`src/rtl/pcc_cfg_pkg.sv`:
```
`timescale 1ns/1ps
package pcc_cfg_pkg;
  typedef enum logic [1:0] {
    MODE_MEM   = 2'd0,
    MODE_ANY16 = 2'd1,
    MODE_PRI   = 2'd2,
    MODE_SEC   = 2'd3
  } addr_mode_e;

  function automatic addr_mode_e idx_to_mode(input logic [5:0] idx);
    case (idx)
      6'd1:    return MODE_ANY16;
      6'd2:    return MODE_PRI;
      6'd3:    return MODE_SEC;
      default: return MODE_MEM;
    endcase
  endfunction
endpackage

```
`src/rtl/pcc_cfg_regs.sv`:
```
`timescale 1ns/1ps
module pcc_cfg_regs #(
  parameter int ADDR_W   = 11,
  parameter int OPT_ADDR = 'h200,
  parameter int STS_ADDR = 'h202
) (
  input  logic              clk,
  input  logic              rst_n,
  input  logic [ADDR_W-1:0] addr,
  input  logic [7:0]        wdata,
  input  logic              attr_we,
  input  logic              attr_re,
  input  logic              int_stat,
  output logic [7:0]        rdata,
  output logic              soft_rst,
  output logic              lvl_irq,
  output logic [5:0]        cfg_index
);
  localparam logic [ADDR_W-1:0] OPT_A = ADDR_W'(OPT_ADDR);
  localparam logic [ADDR_W-1:0] STS_A = ADDR_W'(STS_ADDR);

  logic       soft_rst_q, lvl_q;
  logic [5:0] idx_q;
  logic       sig_en_q, bus8_q, pwr_dn_q;
  logic       opt_wr, sts_wr;

  assign opt_wr = attr_we && (addr == OPT_A);
  assign sts_wr = attr_we && (addr == STS_A);

  always_ff @(posedge clk or negedge rst_n) begin
    if (!rst_n) begin
      soft_rst_q <= 1'b0;
      lvl_q      <= 1'b0;
      idx_q      <= '0;
    end else if (opt_wr) begin
      soft_rst_q <= wdata[7];
      if (wdata[7] || soft_rst_q) begin
        lvl_q <= 1'b0;
        idx_q <= '0;
      end else begin
        lvl_q <= wdata[6];
        idx_q <= wdata[5:0];
      end
    end
  end

  always_ff @(posedge clk or negedge rst_n) begin
    if (!rst_n) begin
      sig_en_q <= 1'b0;
      bus8_q   <= 1'b0;
      pwr_dn_q <= 1'b0;
    end else if (soft_rst_q || (opt_wr && wdata[7])) begin
      sig_en_q <= 1'b0;
      bus8_q   <= 1'b0;
      pwr_dn_q <= 1'b0;
    end else if (sts_wr) begin
      sig_en_q <= wdata[6];
      bus8_q   <= wdata[5];
      pwr_dn_q <= wdata[2];
    end
  end

  always_comb begin
    rdata = 8'h00;
    if (attr_re) begin
      if (addr == OPT_A)      rdata = {soft_rst_q, lvl_q, idx_q};
      else if (addr == STS_A) rdata = {1'b0, sig_en_q, bus8_q, 2'b00, pwr_dn_q, int_stat, 1'b0};
    end
  end

  assign soft_rst  = soft_rst_q;
  assign lvl_irq   = lvl_q;
  assign cfg_index = idx_q;

  AST_SRST_LEAVES_UNCONF: assert property (@(posedge clk) disable iff (!rst_n)
    $fell(soft_rst_q) |-> (idx_q == 6'd0 && !lvl_q)) else $error("AST_SRST_LEAVES_UNCONF");
  AST_SRST_FREEZES_STS: assert property (@(posedge clk) disable iff (!rst_n)
    (soft_rst_q && $past(soft_rst_q)) |-> !(sig_en_q || bus8_q || pwr_dn_q)) else $error("AST_SRST_FREEZES_STS");
endmodule

```
`src/rtl/pcc_io_decode.sv`:
```
`timescale 1ns/1ps
module pcc_io_decode
  import pcc_cfg_pkg::*;
#(
  parameter int ADDR_W  = 11,
  parameter int PRI_TF  = 'h1F0,
  parameter int PRI_CTL = 'h3F6,
  parameter int SEC_TF  = 'h170,
  parameter int SEC_CTL = 'h376
) (
  input  addr_mode_e        mode,
  input  logic              soft_rst,
  input  logic              io_rd,
  input  logic              io_wr,
  input  logic [ADDR_W-1:0] addr,
  output logic              io_hit,
  output logic [3:0]        io_slot
);
  localparam int NWIN = 2;
  localparam logic [ADDR_W-1:0] TF_BASE  [NWIN] = '{ADDR_W'(PRI_TF),  ADDR_W'(SEC_TF)};
  localparam logic [ADDR_W-1:0] CTL_BASE [NWIN] = '{ADDR_W'(PRI_CTL), ADDR_W'(SEC_CTL)};

  logic [NWIN-1:0] tf_match, ctl_match;

  for (genvar g = 0; g < NWIN; g++) begin : g_win
    assign tf_match[g]  = (addr[ADDR_W-1:3] == TF_BASE[g][ADDR_W-1:3]);
    assign ctl_match[g] = (addr[ADDR_W-1:1] == CTL_BASE[g][ADDR_W-1:1]);
  end

  logic strobe;
  logic win;
  assign strobe = io_rd || io_wr;
  assign win    = (mode == MODE_SEC);

  always_comb begin
    io_hit  = 1'b0;
    io_slot = 4'd0;
    if (strobe && !soft_rst) begin
      case (mode)
        MODE_ANY16: begin
          io_hit  = 1'b1;
          io_slot = addr[3:0];
        end
        MODE_PRI, MODE_SEC: begin
          if (tf_match[win]) begin
            io_hit  = 1'b1;
            io_slot = {1'b0, addr[2:0]};
          end else if (ctl_match[win]) begin
            io_hit  = 1'b1;
            io_slot = {3'b111, addr[0]};
          end
        end
        default: ;
      endcase
    end
  end

  always_comb begin
    AST_NO_HIT_UNCONF: assert (!(io_hit && (mode == MODE_MEM || soft_rst))) else $error("AST_NO_HIT_UNCONF");
    AST_HIT_NEEDS_STROBE: assert (!io_hit || io_rd || io_wr) else $error("AST_HIT_NEEDS_STROBE");
  end
endmodule

```
`src/rtl/pcc_irq_shape.sv`:
```
`timescale 1ns/1ps
module pcc_irq_shape #(
  parameter int PULSE_W = 4
) (
  input  logic clk,
  input  logic rst_n,
  input  logic irq_req,
  input  logic lvl_mode,
  output logic host_irq_n,
  output logic int_stat
);
  localparam int CNT_W = $clog2(PULSE_W + 1);
  localparam logic [CNT_W-1:0] LOAD = CNT_W'(PULSE_W);

  logic             req_q;
  logic [CNT_W-1:0] cnt_q;
  logic             rise;

  assign rise = irq_req && !req_q;

  always_ff @(posedge clk or negedge rst_n) begin
    if (!rst_n) begin
      req_q <= 1'b0;
      cnt_q <= '0;
    end else begin
      req_q <= irq_req;
      if (rise)              cnt_q <= LOAD;
      else if (cnt_q != '0)  cnt_q <= cnt_q - 1'b1;
    end
  end

  assign host_irq_n = lvl_mode ? !req_q : (cnt_q == '0);
  assign int_stat   = req_q;

  AST_LEVEL_TRACKS_REQ: assert property (@(posedge clk) disable iff (!rst_n)
    (lvl_mode && $past(rst_n)) |-> (host_irq_n == !$past(irq_req))) else $error("AST_LEVEL_TRACKS_REQ");
  AST_PULSE_NOT_CUT: assert property (@(posedge clk) disable iff (!rst_n)
    (cnt_q > CNT_W'(1)) |=> (cnt_q != '0)) else $error("AST_PULSE_NOT_CUT");
endmodule

```
`src/rtl/pcc_cfg_unit.sv`:
```
`timescale 1ns/1ps
module pcc_cfg_unit
  import pcc_cfg_pkg::*;
#(
  parameter int ADDR_W  = 11,
  parameter int PULSE_W = 4
) (
  input  logic              clk,
  input  logic              rst_n,
  input  logic [ADDR_W-1:0] host_addr,
  input  logic [7:0]        host_wdata,
  input  logic              attr_we,
  input  logic              attr_re,
  output logic [7:0]        host_rdata,
  input  logic              io_rd,
  input  logic              io_wr,
  output logic              io_hit,
  output logic [3:0]        io_slot,
  output logic [1:0]        cfg_mode,
  output logic              core_rst,
  input  logic              irq_req,
  output logic              host_irq_n
);
  localparam logic [ADDR_W-1:0] STS_A = ADDR_W'('h202);

  logic       soft_rst, lvl_irq, int_stat;
  logic [5:0] cfg_index;
  addr_mode_e mode;

  pcc_cfg_regs #(.ADDR_W(ADDR_W)) u_regs (
    .clk(clk), .rst_n(rst_n), .addr(host_addr), .wdata(host_wdata),
    .attr_we(attr_we), .attr_re(attr_re), .int_stat(int_stat),
    .rdata(host_rdata), .soft_rst(soft_rst), .lvl_irq(lvl_irq), .cfg_index(cfg_index)
  );

  assign mode     = idx_to_mode(cfg_index);
  assign cfg_mode = mode;
  assign core_rst = soft_rst;

  pcc_io_decode #(.ADDR_W(ADDR_W)) u_dec (
    .mode(mode), .soft_rst(soft_rst), .io_rd(io_rd), .io_wr(io_wr),
    .addr(host_addr), .io_hit(io_hit), .io_slot(io_slot)
  );

  pcc_irq_shape #(.PULSE_W(PULSE_W)) u_irq (
    .clk(clk), .rst_n(rst_n), .irq_req(irq_req), .lvl_mode(lvl_irq),
    .host_irq_n(host_irq_n), .int_stat(int_stat)
  );

  AST_STS_RSVD_ZERO: assert property (@(posedge clk) disable iff (!rst_n)
    (attr_re && host_addr == STS_A) |-> ((host_rdata & 8'h99) == 8'h00)) else $error("AST_STS_RSVD_ZERO");
endmodule

```
`config.mk`:
```
export PLATFORM = sky130hd
export DESIGN_NAME = pcc_cfg_unit
export DESIGN_NICKNAME = d
export VERILOG_FILES = /design/src/rtl/pcc_cfg_pkg.sv /design/src/rtl/pcc_cfg_regs.sv /design/src/rtl/pcc_io_decode.sv /design/src/rtl/pcc_irq_shape.sv /design/src/rtl/pcc_cfg_unit.sv
export SDC_FILE = /design/constraint.sdc
export NUM_CORES = 1
export LEC_CHECK = 0
export ABC_AREA = 1
export BUFFER_PORTS_ARGS = -buffer_cell sky130_fd_sc_hd__buf_2
export CORE_UTILIZATION = 46
export DETAILED_ROUTE_END_ITERATION = 7
export PLACE_DENSITY = 0.85
export SLEW_MARGIN = 25
export SYNTH_ARGS = -nofsm -noshare
export SYNTH_HDL_FRONTEND = slang
export SYNTH_SLANG_ARGS = --single-unit
```
`constraint.sdc`:
```
create_clock -name clk -period 1.7 [get_ports clk]
set_clock_uncertainty 0.2 [all_clocks]
set_input_delay 0.17 -clock clk [delete_from_list [all_inputs] [get_ports clk]]
set_output_delay 0.17 -clock clk [all_outputs]
set_load 0.01 [all_outputs]
```
Word-level counts from Yosys, hierarchy flattened
Index checks and enable logic that the tools add are counted.
{ "totals": {"ff_bits": 15, "latch_bits": 0, "ram_bits": 0, "romBits": 0, "out_inout_bits": 17, "word_cells": 64, "memories": 0} }
{ "classes": {"addsub": 1, "n_mul": 0, "div": 0, "order_cmp": 1, "n_eq_ne": 12, "shift": 0, "mux": 27, "bitwise": 0, "reduce_logical": 15} }
{ "ops": {"columns": ["op", "n"], "rows": [
  ["11-bit by 10-bit equality test with 1-bit output, second input constant", 2],
  ["10-bit by 9-bit equality test with 1-bit output, second input constant", 2],
  ["8-bit by 6-bit equality test with 1-bit output, second input constant", 2],
  ["8-bit 2-to-1 mux", 2],
  ["1-bit 2-to-1 mux", 15],
  ["6-bit by 2-bit equality test with 1-bit output, second input constant", 2],
  ["4-bit 2-to-1 mux", 3],
  ["4-bit one-hot mux with 2 select lines", 1],
  ["7-bit 2-to-1 mux", 1],
  ["6-bit by 1-bit equality test with 1-bit output, second input constant", 1],
  ["3-bit 2-to-1 mux", 2],
  ["6-bit 2-to-1 mux", 1],
  ["2-bit one-hot mux with 3 select lines", 1],
  ["1-bit logical AND", 5],
  ["2-bit equality test, second input constant", 2],
  ["2-bit nonzero test", 2],
  ["3-bit zero test", 1],
  ["1-bit logical OR", 3],
  ["3-bit nonzero test", 1],
  ["3-bit by 1-bit subtractor with 3-bit output, second input constant", 1],
  ["2-bit by 1-bit equality test with 1-bit output, second input constant", 1],
  ["1-bit zero test", 2],
  ["1-bit by 2-bit < comparator with 1-bit output, second input constant", 1],
  ["1-bit one-hot mux with 2 select lines", 1],
  ["2-bit OR reduction", 1]
]} }

Logic depth before layout (Yosys ltp)
Gate-level depths: netlist of run 1.
{ "logic_depth": {"ltp_word": 9, "mapped_depth": 9} }

By module
Synthesis of run 1 repeated with hierarchy kept, for this count alone.
{ "unflattened": {"cells_unflattened": 151, "area_unflattened_um2": 1082.3} }
{ "by_module_without_submodules": {"columns": ["module", "instances", "cells_each", "area_per_inst_um2"], "rows": [
  ["pcc_cfg_regs", 1, 88, 694.4],
  ["pcc_irq_shape", 1, 26, 211.5],
  ["pcc_io_decode", 1, 29, 143.9],
  ["pcc_cfg_unit", 1, 8, 32.5]
]} }

Worst setup path after synthesis of run 1
No wires, ideal clock.
{ "synth_path": {"kind": "register -> output", "start": "reg u_regs.idx_q[2] (netlist: u_regs.cfg_index[2])", "end": "out io_slot[0]", "arrival_ns": 1.190, "t_required_ns": 1.330, "setup_slack_ns": 0.140, "path_stages_with_launch": 8, "cell_sequence": "dfrtp_1 nor2_2 inv_1 nor2_2 nor2_1 nor2_2 nand2_1 nor2_1"} }
{ "synth_via": {"elab_chain_cells": 9} }
{ "synth_rtl": {"columns": ["item", "line_no", "rtl"], "rows": [
  ["start, declared", "pcc_cfg_regs.sv:23", "logic [5:0] idx_q;"],
  ["start signal, assigned", "pcc_cfg_regs.sv:42", "idx_q <= wdata[5:0];"],
  ["6-bit by 2-bit equality test with 1-bit output / 6-bit by 1-bit equality test with 1-bit output (equally long branches)", "pcc_cfg_pkg.sv:11", "case (idx)"],
  ["2-bit one-hot mux with 3 select lines (*)", "pcc_cfg_pkg.sv:11", null],
  ["net cfg_mode[0]", "pcc_cfg_unit.sv:19", "output logic [1:0] cfg_mode,"],
  ["2-bit equality test", "pcc_io_decode.sv:33, pcc_io_decode.sv:39", null],
  ["1-bit 2-to-1 mux (not written as such) (2 in series)", "pcc_io_decode.sv:48", "end else if (ctl_match[win]) begin"],
  ["4-bit 2-to-1 mux", "pcc_io_decode.sv:48", null],
  ["4-bit 2-to-1 mux", "pcc_io_decode.sv:45", "if (tf_match[win]) begin"],
  ["4-bit one-hot mux with 2 select lines (*)", "pcc_io_decode.sv:39", "case (mode)"],
  ["4-bit 2-to-1 mux (*)", "pcc_io_decode.sv:38", "if (strobe && !soft_rst) begin"],
  ["end, declared", "pcc_cfg_unit.sv:18", "output logic [3:0] io_slot,"]
]} }
Mark *: on every way through the listed nets, which the timed path passes. The rest lies on a longest branch. The select of a mux whose other input is x is not followed.

Worst setup path in the final report of run 1
{ "layout_path": {"start": "reg u_regs.idx_q[3] (netlist: u_regs.cfg_index[3])", "end": "out io_slot[3]"} }
{ "layout_via": {"elab_chain_cells": 9} }
{ "layout_rtl": {"columns": ["item", "line_no"], "rows": [
  ["6-bit by 2-bit equality test with 1-bit output / 6-bit by 1-bit equality test with 1-bit output (equally long branches)", "pcc_cfg_pkg.sv:11"],
  ["2-bit one-hot mux with 3 select lines (*)", "pcc_cfg_pkg.sv:11"],
  ["2-bit equality test", "pcc_io_decode.sv:33, pcc_io_decode.sv:39"],
  ["1-bit 2-to-1 mux (not written as such) (2 in series)", "pcc_io_decode.sv:48"],
  ["4-bit 2-to-1 mux", "pcc_io_decode.sv:48"],
  ["4-bit 2-to-1 mux", "pcc_io_decode.sv:45"],
  ["4-bit one-hot mux with 2 select lines (*)", "pcc_io_decode.sv:39"],
  ["4-bit 2-to-1 mux (*)", "pcc_io_decode.sv:38"]
]} }
Every way passes the cells marked *; elsewhere a longest branch is shown, timed or not. The select of a mux whose other input is x is not followed.

==> results of run 1 <==
## flip-flops by register name (all words and copies together) (netlist names)
name and cells:
u_regs.soft_rst 1, u_irq.int_stat 1, u_regs.lvl_irq 1, u_regs.sig_en_q 1, u_regs.bus8_q 1, u_irq.cnt_q 3
u_regs.cfg_index 6, u_regs.pwr_dn_q 1
## cell type report
class / count / area share
multi-input cells: 113 / 0.398
flip-flops and latches: 15 / 0.261
repair buffers: 58 / 0.248
inverters: 20 / 0.0520
well taps: 27 / 0.0234
clock buffers: 4 / 0.0182
## worst min-delay path by stage
stage / slack [ps] / end / startpoint / depth (start not counted)
global route: 150 / u_irq.cnt_q[2]$_DFFE_PN0P_ / rst_n / 2
global placement: -110 / u_regs.soft_rst$_DFFE_PN0P_ / rst_n / 1
finish: 130 / u_regs.soft_rst$_DFFE_PN0P_ / rst_n / 2
detailed placement: -110 / u_regs.soft_rst$_DFFE_PN0P_ / rst_n / 1
CTS: 130 / u_regs.soft_rst$_DFFE_PN0P_ / rst_n / 2
floorplan: -330 / u_irq.cnt_q[0]$_DFFE_PN0P_ / rst_n / 0
## through the flow
step / utilization / total power [mW] / hold slack [ps] / cell area (um2) / setup slack (ps)
floorplan: - / 0.560 / -326 / 1000 / 140
global placement: 0.622 / 0.630 / -112 / 1240 / 103
detailed placement: 0.622 / 0.653 / -108 / 1240 / 79.4
CTS: 0.713 / 0.869 / 131 / 1430 / -174
global route: 0.721 / 0.960 / 147 / 1440 / -323
finish: 0.721 / 0.893 / 125 / 1440 / -186
## cells in the final DEF (no fill, tap or decap), types with 2 or more instances in the layout
cell	Yosys	final
sky130_fd_sc_hd__inv_1	17	15
sky130_fd_sc_hd__inv_2	3	5
sky130_fd_sc_hd__buf_2	0	42
sky130_fd_sc_hd__nor2_4	0	2
sky130_fd_sc_hd__nand2_1	51	48
sky130_fd_sc_hd__dlygate4sd3_1	0	11
sky130_fd_sc_hd__nor3_1	2	2
sky130_fd_sc_hd__nand2_2	3	6
sky130_fd_sc_hd__nor2_1	14	14
sky130_fd_sc_hd__buf_4	0	5
sky130_fd_sc_hd__a21oi_1	9	9
sky130_fd_sc_hd__o21ai_0	5	4
sky130_fd_sc_hd__nor2_2	5	3
sky130_fd_sc_hd__nor3_2	2	2
sky130_fd_sc_hd__dfrtp_1	15	14
sky130_fd_sc_hd__clkbuf_4	0	3
sky130_fd_sc_hd__nand3_1	15	14
## worst register-to-register path: stages, from the launching register on
cell and delay, ps:
sky130_fd_sc_hd__dfrtp_1 410, sky130_fd_sc_hd__inv_2 70, sky130_fd_sc_hd__ha_2 170, sky130_fd_sc_hd__nand2_2 60, sky130_fd_sc_hd__a21oi_1 200, sky130_fd_sc_hd__nand2_1 70, sky130_fd_sc_hd__o21ai_0 80
## cells by family after synthesis
| family | Yosys count |
|---|---|
| flip-flops | 15 |
| XOR/XNOR | 1 |
| AO/OA/AOI/OAI | 15 |
| AND/OR/NAND/NOR | 95 |
| buffers and inverters | 21 |
| adder cells (fa/ha/maj) | 2 |
## power by group
group          total [mW]  switching, mW  internal [mW]  leakage (nW)
clock network       0.196          0.106         0.0907        0.0150
logic               0.272          0.137          0.135         0.585
registers           0.424         0.0282          0.396         0.194
total               0.893          0.271          0.622         0.795
## routing by layer
metal | GRT usage | vias up | part of all wire
li1 | - | 591 | -
met1 | 0.276 | 536 | 0.43
met2 | 0.424 | 49 | 0.51
met3 | 0.0377 | 2 | 0.062
met4 | 0.0490 | 0 | 0.0038
met5 | 0 | - | 0
## what timing repair did
action | in CTS | in global routing
gates resized for setup | 6 | 8
hold endpoints to repair | 28 | 0
hold buffers | 11 | 0
buffers inserted | 3 | 1
pin swaps | 2 | 1
endpoints found under the setup margin | 5 | 10
==> reports/summary.json, run 1 <==
{
  "cts_made_buffers": 3,
  "run_status": "finished with violations",
  "worstHoldPathType": "in -> async",
  "drt_wl_total_mm": 2.63,
  "max_cap_violations": 0,
  "timing.rr.start": "u_irq.cnt_q[0]$_DFFE_PN0P_",
  "drt_first_pass_iters": 4,
  "area.sequential_um2": 377,
  "cp_common_cell": "sky130_fd_sc_hd__nor2_2",
  "avgViaCountPerCell": 4.97,
  "synth.most_common_cell": "sky130_fd_sc_hd__nand2_1",
  "synth-compound-area-share": 0.0772,
  "grt_max_degree": 16,
  "drt_first_iter_violations": 46,
  "grt.total_usage": 0.229,
  "number_of_global_route_vias_before_repair": 1086,
  "synth_top_family_by_area": "simple AND/OR/NAND/NOR gates",
  "mappedNetlistNets": 177,
  "synthDistinctLibCells": 19,
  "globalplace.congestion": 0.856,
  "cpMaxStageDelayCell": "sky130_fd_sc_hd__dfrtp_1",
  "layout.filler_cells": 173,
  "synth-adder-area-share": 0.0249,
  "placed_cells_incl_taps": 218,
  "multi_input_area_um2": 574,
  "vdd.ir_drop.worst_v": 0.000651,
  "routedWlPerCell_um": 11.1,
  "synthesis.instances": 149,
  "critPathCaptureType": "output port",
  "insertion_delay_ps": 270,
  "data_required_time_at_the_worst_endpoint_ps": 1330,
  "synthXorXnorAreaFrac": 0.00872,
  "critical_path.top_delay_family": "simple AND/OR/NAND/NOR gates",
  "ys_ff_latch": 15,
  "globalRouteOverflowTotal": 0,
  "worst_setup_hold_path_clk_slew_ps": 90,
  "critical_path.n_buffers_inverters": 2,
  "cellLeakagePower_nw": 0.795,
  "finalWorstPathRequiredPeriod_ps": 1890,
  "floorplan.rows": 16,
  "synth.yosys.seq_area_share": 0.374,
  "area.growth.synth_to_final_pct": 43.7,
  "crit_reg_reg_endpoint": "u_irq.cnt_q[1]$_DFFE_PN0P_",
  "clkSinkCount": 15,
  "ffs_w_async_s_r_synth": 1.00,
  "synth-edff-count": 0,
  "post_synth_mux_area_share": 0,
  "cts_root_buf": "sky130_fd_sc_hd__clkbuf_4",
  "number_of_remaining_drc_errors": 0,
  "final_layout_size_suffix_gt1_frac": 0.352,
  "worst-r2r-setup-slack_ps": 370,
  "design.portCount": 43,
  "critical_path_depth": 7,
  "timing.setup.tns_ps": -860,
  "detailroute.via_count": 1178,
  "timing.critical_path.arrival_ps": 1520,
  "dpl.hpwl_mm": 1.97,
  "grt_first_pass_wirelength_mm": 4.31,
  "grt_setup_unrepaired": "yes",
  "max_stage_delay_ps": 410,
  "pwr_density_cell_nw_per_um2": 618,
  "startpoint_types": "flop",
  "hold_viol": 0,
  "synthTopCellsByArea": "sky130_fd_sc_hd__dfrtp_1 37%, sky130_fd_sc_hd__nand2_1 19%, sky130_fd_sc_hd__nand3_1 7.5%, sky130_fd_sc_hd__inv_1 6.4%, sky130_fd_sc_hd__nor2_1 5.2%",
  "synth_simple_gate_area_share": 0.430,
  "start_util": 0.502,
  "cts_buffer_depth": 2,
  "synth-main-ff-cell": "sky130_fd_sc_hd__dfrtp_1",
  "maximum_level_of_the_cts_h_tree": 1,
  "failed_checks": "negative setup slack",
  "report.final.slew_viol_count": 0,
  "fin_cells": 237,
  "timing.slew.headroom": 0.658,
  "synth.avg_cell_area_um2": 6.74,
  "fp.coreArea_um2": 2000,
  "synth.largest_area_cell": "sky130_fd_sc_hd__dfrtp_1",
  "synthDominantCellAreaShare": 0.374,
  "setup_ws_ps": -186,
  "crit_start": "u_regs.cfg_index[3]$_DFFE_PN0P_",
  "nNetsFinal": 239,
  "syn_area_um2": 1000,
  "antenna_cells_inserted": 0,
  "dieWidth_um": 48.7,
  "yosys_warnings": 0,
  "worst_slew_pin_slew_ps": 511,
  "crit_path_max_fanout": 4,
  "final-setup-viol-count": 5,
  "crit_chain": "nor2_4 > inv_1 > nor2_2 > nor2_1 > nor2_2 > a21boi_2 > buf_2",
  "buffer_ports.inserted": 42,
  "worst-setup-path-type": "reg -> out",
  "worst-r2r-cell-count": 6,
  "fp.dieArea_um2": 2380,
  "die_h_um": 48.7,
  "synth.top_cells.by_count": "51 x sky130_fd_sc_hd__nand2_1, 17 x sky130_fd_sc_hd__inv_1, 15 x sky130_fd_sc_hd__dfrtp_1, 15 x sky130_fd_sc_hd__nand3_1, 14 x sky130_fd_sc_hd__nor2_1",
  "cp-endpoint": "io_slot[3]",
  "fmax_mhz": 530,
  "min_period_over_period": 1.11,
  "grt_antenna_before_repair": 0,
  "cts_tree": "yes",
  "ant_nets": 0
}
Power figures use the tool's default switching activity.
==> run 2, diff against run 1 <==
BUFFER_PORTS_ARGS = not set   (was -buffer_cell sky130_fd_sc_hd__buf_2)
CORE_UTILIZATION = 55   (was 46)
DONT_BUFFER_PORTS = 1   (was not set)
PLACE_DENSITY = 0.77   (was 0.85)
==> run 2 against run 1 <==
Effect of this change: the flow still finishes with violations (negative setup slack); combinational power shrank 26%; sequential cell count is the same; final area shrank 12%; non-clock buffer count shrank 40; cell count shrank 18%; first-iteration DRC count shrank 59%; global-route usage grew 2.7 points; total power shrank 8.4%; count of clock-buffer cells in the layout is the same; utilization grew 1.6 points; critical endpoint unchanged.
==> reports/summary.json, run 2 (synthesized netlist as in run 1, its figures left out) <==
{
  "cts_root_buf": "sky130_fd_sc_hd__clkbuf_4",
  "ant_nets": {"value": 0, "change": "unchanged"},
  "setup_ws": {"value": -202, "unit": "ps", "change": "-16.3 ps"},
  "failed_checks": "negative setup slack",
  "startpoint_types": "flop",
  "number_of_global_route_vias_before_repair": {"value": 944, "change": "-13%"},
  "grt_max_degree": {"value": 16, "change": "unchanged"},
  "max_cap_violations": {"value": 0, "change": "unchanged"},
  "wirelength_met1": {"value": 940, "unit": "um", "change": "-16%"},
  "largest_reg_flops": {"value": 6, "change": "unchanged"},
  "grt.total_usage": {"value": 0.257, "change": "+0.0271"},
  "antenna_cells_inserted": {"value": 0, "change": "unchanged"},
  "floorplan.rows": {"value": 15, "change": "-1"},
  "critPathCaptureType": "output port",
  "design.portCount": {"value": 43, "change": "unchanged"},
  "finalWorstPathRequiredPeriod": {"value": 1900, "unit": "ps", "change": "+16.3 ps"},
  "crit_path_max_fanout": {"value": 4, "change": "unchanged"},
  "cellLeakagePower": {"value": 0.618, "unit": "nW", "change": "-22%"},
  "cts_made_buffers": {"value": 3, "change": "unchanged"},
  "fp.coreArea": {"value": 1730, "unit": "um2", "change": "-14%"},
  "grt_antenna_before_repair": {"value": 0, "change": "unchanged"},
  "avgViaCountPerCell": {"value": 5.30, "change": "+6.7%"},
  "timing.setup.tns": {"value": -1020, "unit": "ps", "change": "-164 ps"},
  "grt_setup_unrepaired": "yes",
  "layout.filler_cells": {"value": 151, "change": "-13%"},
  "drt_first_pass_iters": {"value": 4, "change": "unchanged"},
  "globalplace.congestion": {"value": 0.829, "change": "-3.1%"},
  "wl_met2": {"value": 1.32, "unit": "mm", "change": "-1.4%"},
  "dpl.hpwl": {"value": 1.68, "unit": "mm", "change": "-15%"},
  "hold_viol": {"value": 0, "change": "unchanged"},
  "nNetsFinal": {"value": 199, "change": "-17%"},
  "buffer_ports.inserted": {"value": 0, "change": "-100%"},
  "grt_first_pass_wirelength": {"value": 3.64, "unit": "mm", "change": "-16%"},
  "drt_wl_total": {"value": 2.45, "unit": "mm", "change": "-7.0%"},
  "vdd.ir_drop.worst": {"value": 0.000651, "unit": "V", "change": "about the same"},
  "intPower": {"value": 0.574, "unit": "mW", "change": "-7.7%"},
  "final_layout_size_suffix_gt1_frac": {"value": 0.194, "change": "-0.158"},
  "timing.slew.headroom": {"value": 0.552, "change": "-0.106"},
  "cts_tree": "yes",
  "highest-signal-layer": "met4",
  "dieWidth": {"value": 44.7, "unit": "um", "change": "-8.2%"},
  "detailroute.via_count": {"value": 1034, "change": "-12%"},
  "routed-wl-met3": {"value": 138, "unit": "um", "change": "-15%"},
  "maximum_level_of_the_cts_h_tree": {"value": 1, "change": "unchanged"},
  "number_of_remaining_drc_errors": {"value": 0, "change": "unchanged"},
  "clkSinkCount": {"value": 15, "change": "unchanged"},
  "insertion_delay": {"value": 280, "unit": "ps", "change": "about the same"},
  "power_frac_clock": {"value": 0.245, "change": "+0.025"},
  "area.growth.synth_to_final_pct": 26.8,
  "mostFrequentLayoutCell": "sky130_fd_sc_hd__nand2_1",
  "placement.setup.worst_slack": {"value": 52.3, "unit": "ps", "change": "-27.1 ps"},
  "worst_slew_pin_slew": {"value": 669, "unit": "ps", "change": "+158 ps"},
  "data_required_time_at_the_worst_endpoint": {"value": 1330, "unit": "ps", "change": "about the same"},
  "fmax": {"value": 526, "unit": "MHz", "change": "-0.86%"},
  "p_total": {"value": 0.818, "unit": "mW", "change": "-8.4%"},
  "start_util": {"value": 0.582, "change": "+0.0800"},
  "net_switching_power_of_the_design": {"value": 0.244, "unit": "mW", "change": "-9.8%"},
  "pwr_density_cell": {"value": 642, "unit": "nW/um2", "change": "+3.9%"},
  "globalRouteOverflowTotal": {"value": 0, "change": "unchanged"},
  "p_comb_frac": {"value": 0.244, "change": "-0.061"},
  "worst_setup_hold_path_clk_slew": {"value": 80, "unit": "ps", "change": "about the same"},
  "min_period_over_period": {"value": 1.12, "change": "+0.00960"},
  "net_switching_fraction_of_the_power": {"value": 0.298, "change": "-0.00490"},
  "run_status": "finished with violations",
  "most-common-layout-cells": "49 x sky130_fd_sc_hd__nand2_1, 17 x sky130_fd_sc_hd__inv_1, 14 x sky130_fd_sc_hd__nand3_1, 14 x sky130_fd_sc_hd__dfrtp_1, 11 x sky130_fd_sc_hd__dlygate4sd3_1",
  "worstHoldPathType": "in -> reg",
  "die_h": {"value": 44.7, "unit": "um", "change": "-8.2%"},
  "final-setup-viol-count": {"value": 6, "change": "+1"},
  "fin_area": {"value": 1270, "unit": "um2", "change": "-12%"},
  "drt_first_iter_violations": {"value": 19, "change": "-59%"},
  "routedWlPerCell": {"value": 12.6, "unit": "um", "change": "+13%"},
  "timing.critical_path.arrival": {"value": 1530, "unit": "ps", "change": "about the same"},
  "worst-setup-path-type": "reg -> out",
  "placedInstanceArea": {"value": 1030, "unit": "um2", "change": "-17%"},
  "fp.dieArea": {"value": 2000, "unit": "um2", "change": "-16%"},
  "cts_buffer_depth": {"value": 2, "change": "unchanged"},
  "report.final.slew_viol_count": {"value": 0, "change": "unchanged"},
  "power.sequential.fraction": {"value": 0.511, "change": "+0.036"},
  "final_core_utilization": {"value": 0.738, "change": "+0.0164"}
}
[run 2: critical path: stages (launching register included)]
cell and delay, ps:
sky130_fd_sc_hd__dfrtp_1 420, sky130_fd_sc_hd__nor2_4 170, sky130_fd_sc_hd__nand3_2 100, sky130_fd_sc_hd__inv_2 110
sky130_fd_sc_hd__nor2_2 60, sky130_fd_sc_hd__nor2_2 160, sky130_fd_sc_hd__a21boi_2 230
[run 2: power groups by stage]
stage | Sequential, mW | Combinational, mW | Clock, mW
finish | 0.418 | 0.200 | 0.200
global route | 0.424 | 0.232 | 0.219
floorplan | 0.421 | 0.139 | 0
CTS | 0.419 | 0.203 | 0.207
global placement | 0.425 | 0.158 | 0
detailed placement | 0.427 | 0.170 | 0
[run 2: timing repair]
item	4_1_cts	5_1_grt
pin swaps	5	8
hold buffers	11	0
resized for setup	13	4
setup endpoints to repair	5	7
buffers inserted	3	3
endpoints found under the hold margin	30	0
[run 2: cell type report]
| cell class | instances | area, um2 | area share |
|---|---|---|---|
| sequential | 15 | 377 | 0.296 |
| timing repair buffer | 18 | 163 | 0.128 |
| clock buffer | 4 | 26.3 | 0.0206 |
| inverter | 20 | 75.1 | 0.0589 |
| multi-input combinational | 113 | 602 | 0.472 |
| tap | 25 | 31.3 | 0.0246 |
[run 2: final timing paths]
check,startpoint,to,slack (ps),cells after the start
max,u_regs.cfg_index[4]$_DFFE_PN0P_,io_slot[3],-200,6
min in group asynchronous,rst_n,u_regs.soft_rst$_DFFE_PN0P_,160,1
max in group asynchronous,rst_n,u_regs.cfg_index[1]$_DFFE_PN0P_,680,1
min reg2reg,u_irq.cnt_q[0]$_DFFE_PN0P_,u_irq.cnt_q[0]$_DFFE_PN0P_,280,1
min,attr_we,u_regs.cfg_index[0]$_DFFE_PN0P_,40,4
max reg2reg,u_irq.cnt_q[0]$_DFFE_PN0P_,u_irq.cnt_q[1]$_DFFE_PN0P_,350,6
[run 2: metrics by stage]
stage	hold WS, ps	cells
floorplan	-326	149
global placement	-325	174
detailed placement	-325	174
CTS	22.4	192
global route	52.7	195
finish	38.3	195
[run 2: per-layer routing]
| layer | vias to the layer above | global-route usage |
|---|---|---|
| met5 | - | 0 |
| met4 | 0 | 0.145 |
| met3 | 6 | 0.0280 |
| met2 | 42 | 0.462 |
| met1 | 477 | 0.295 |
| li1 | 509 | - |
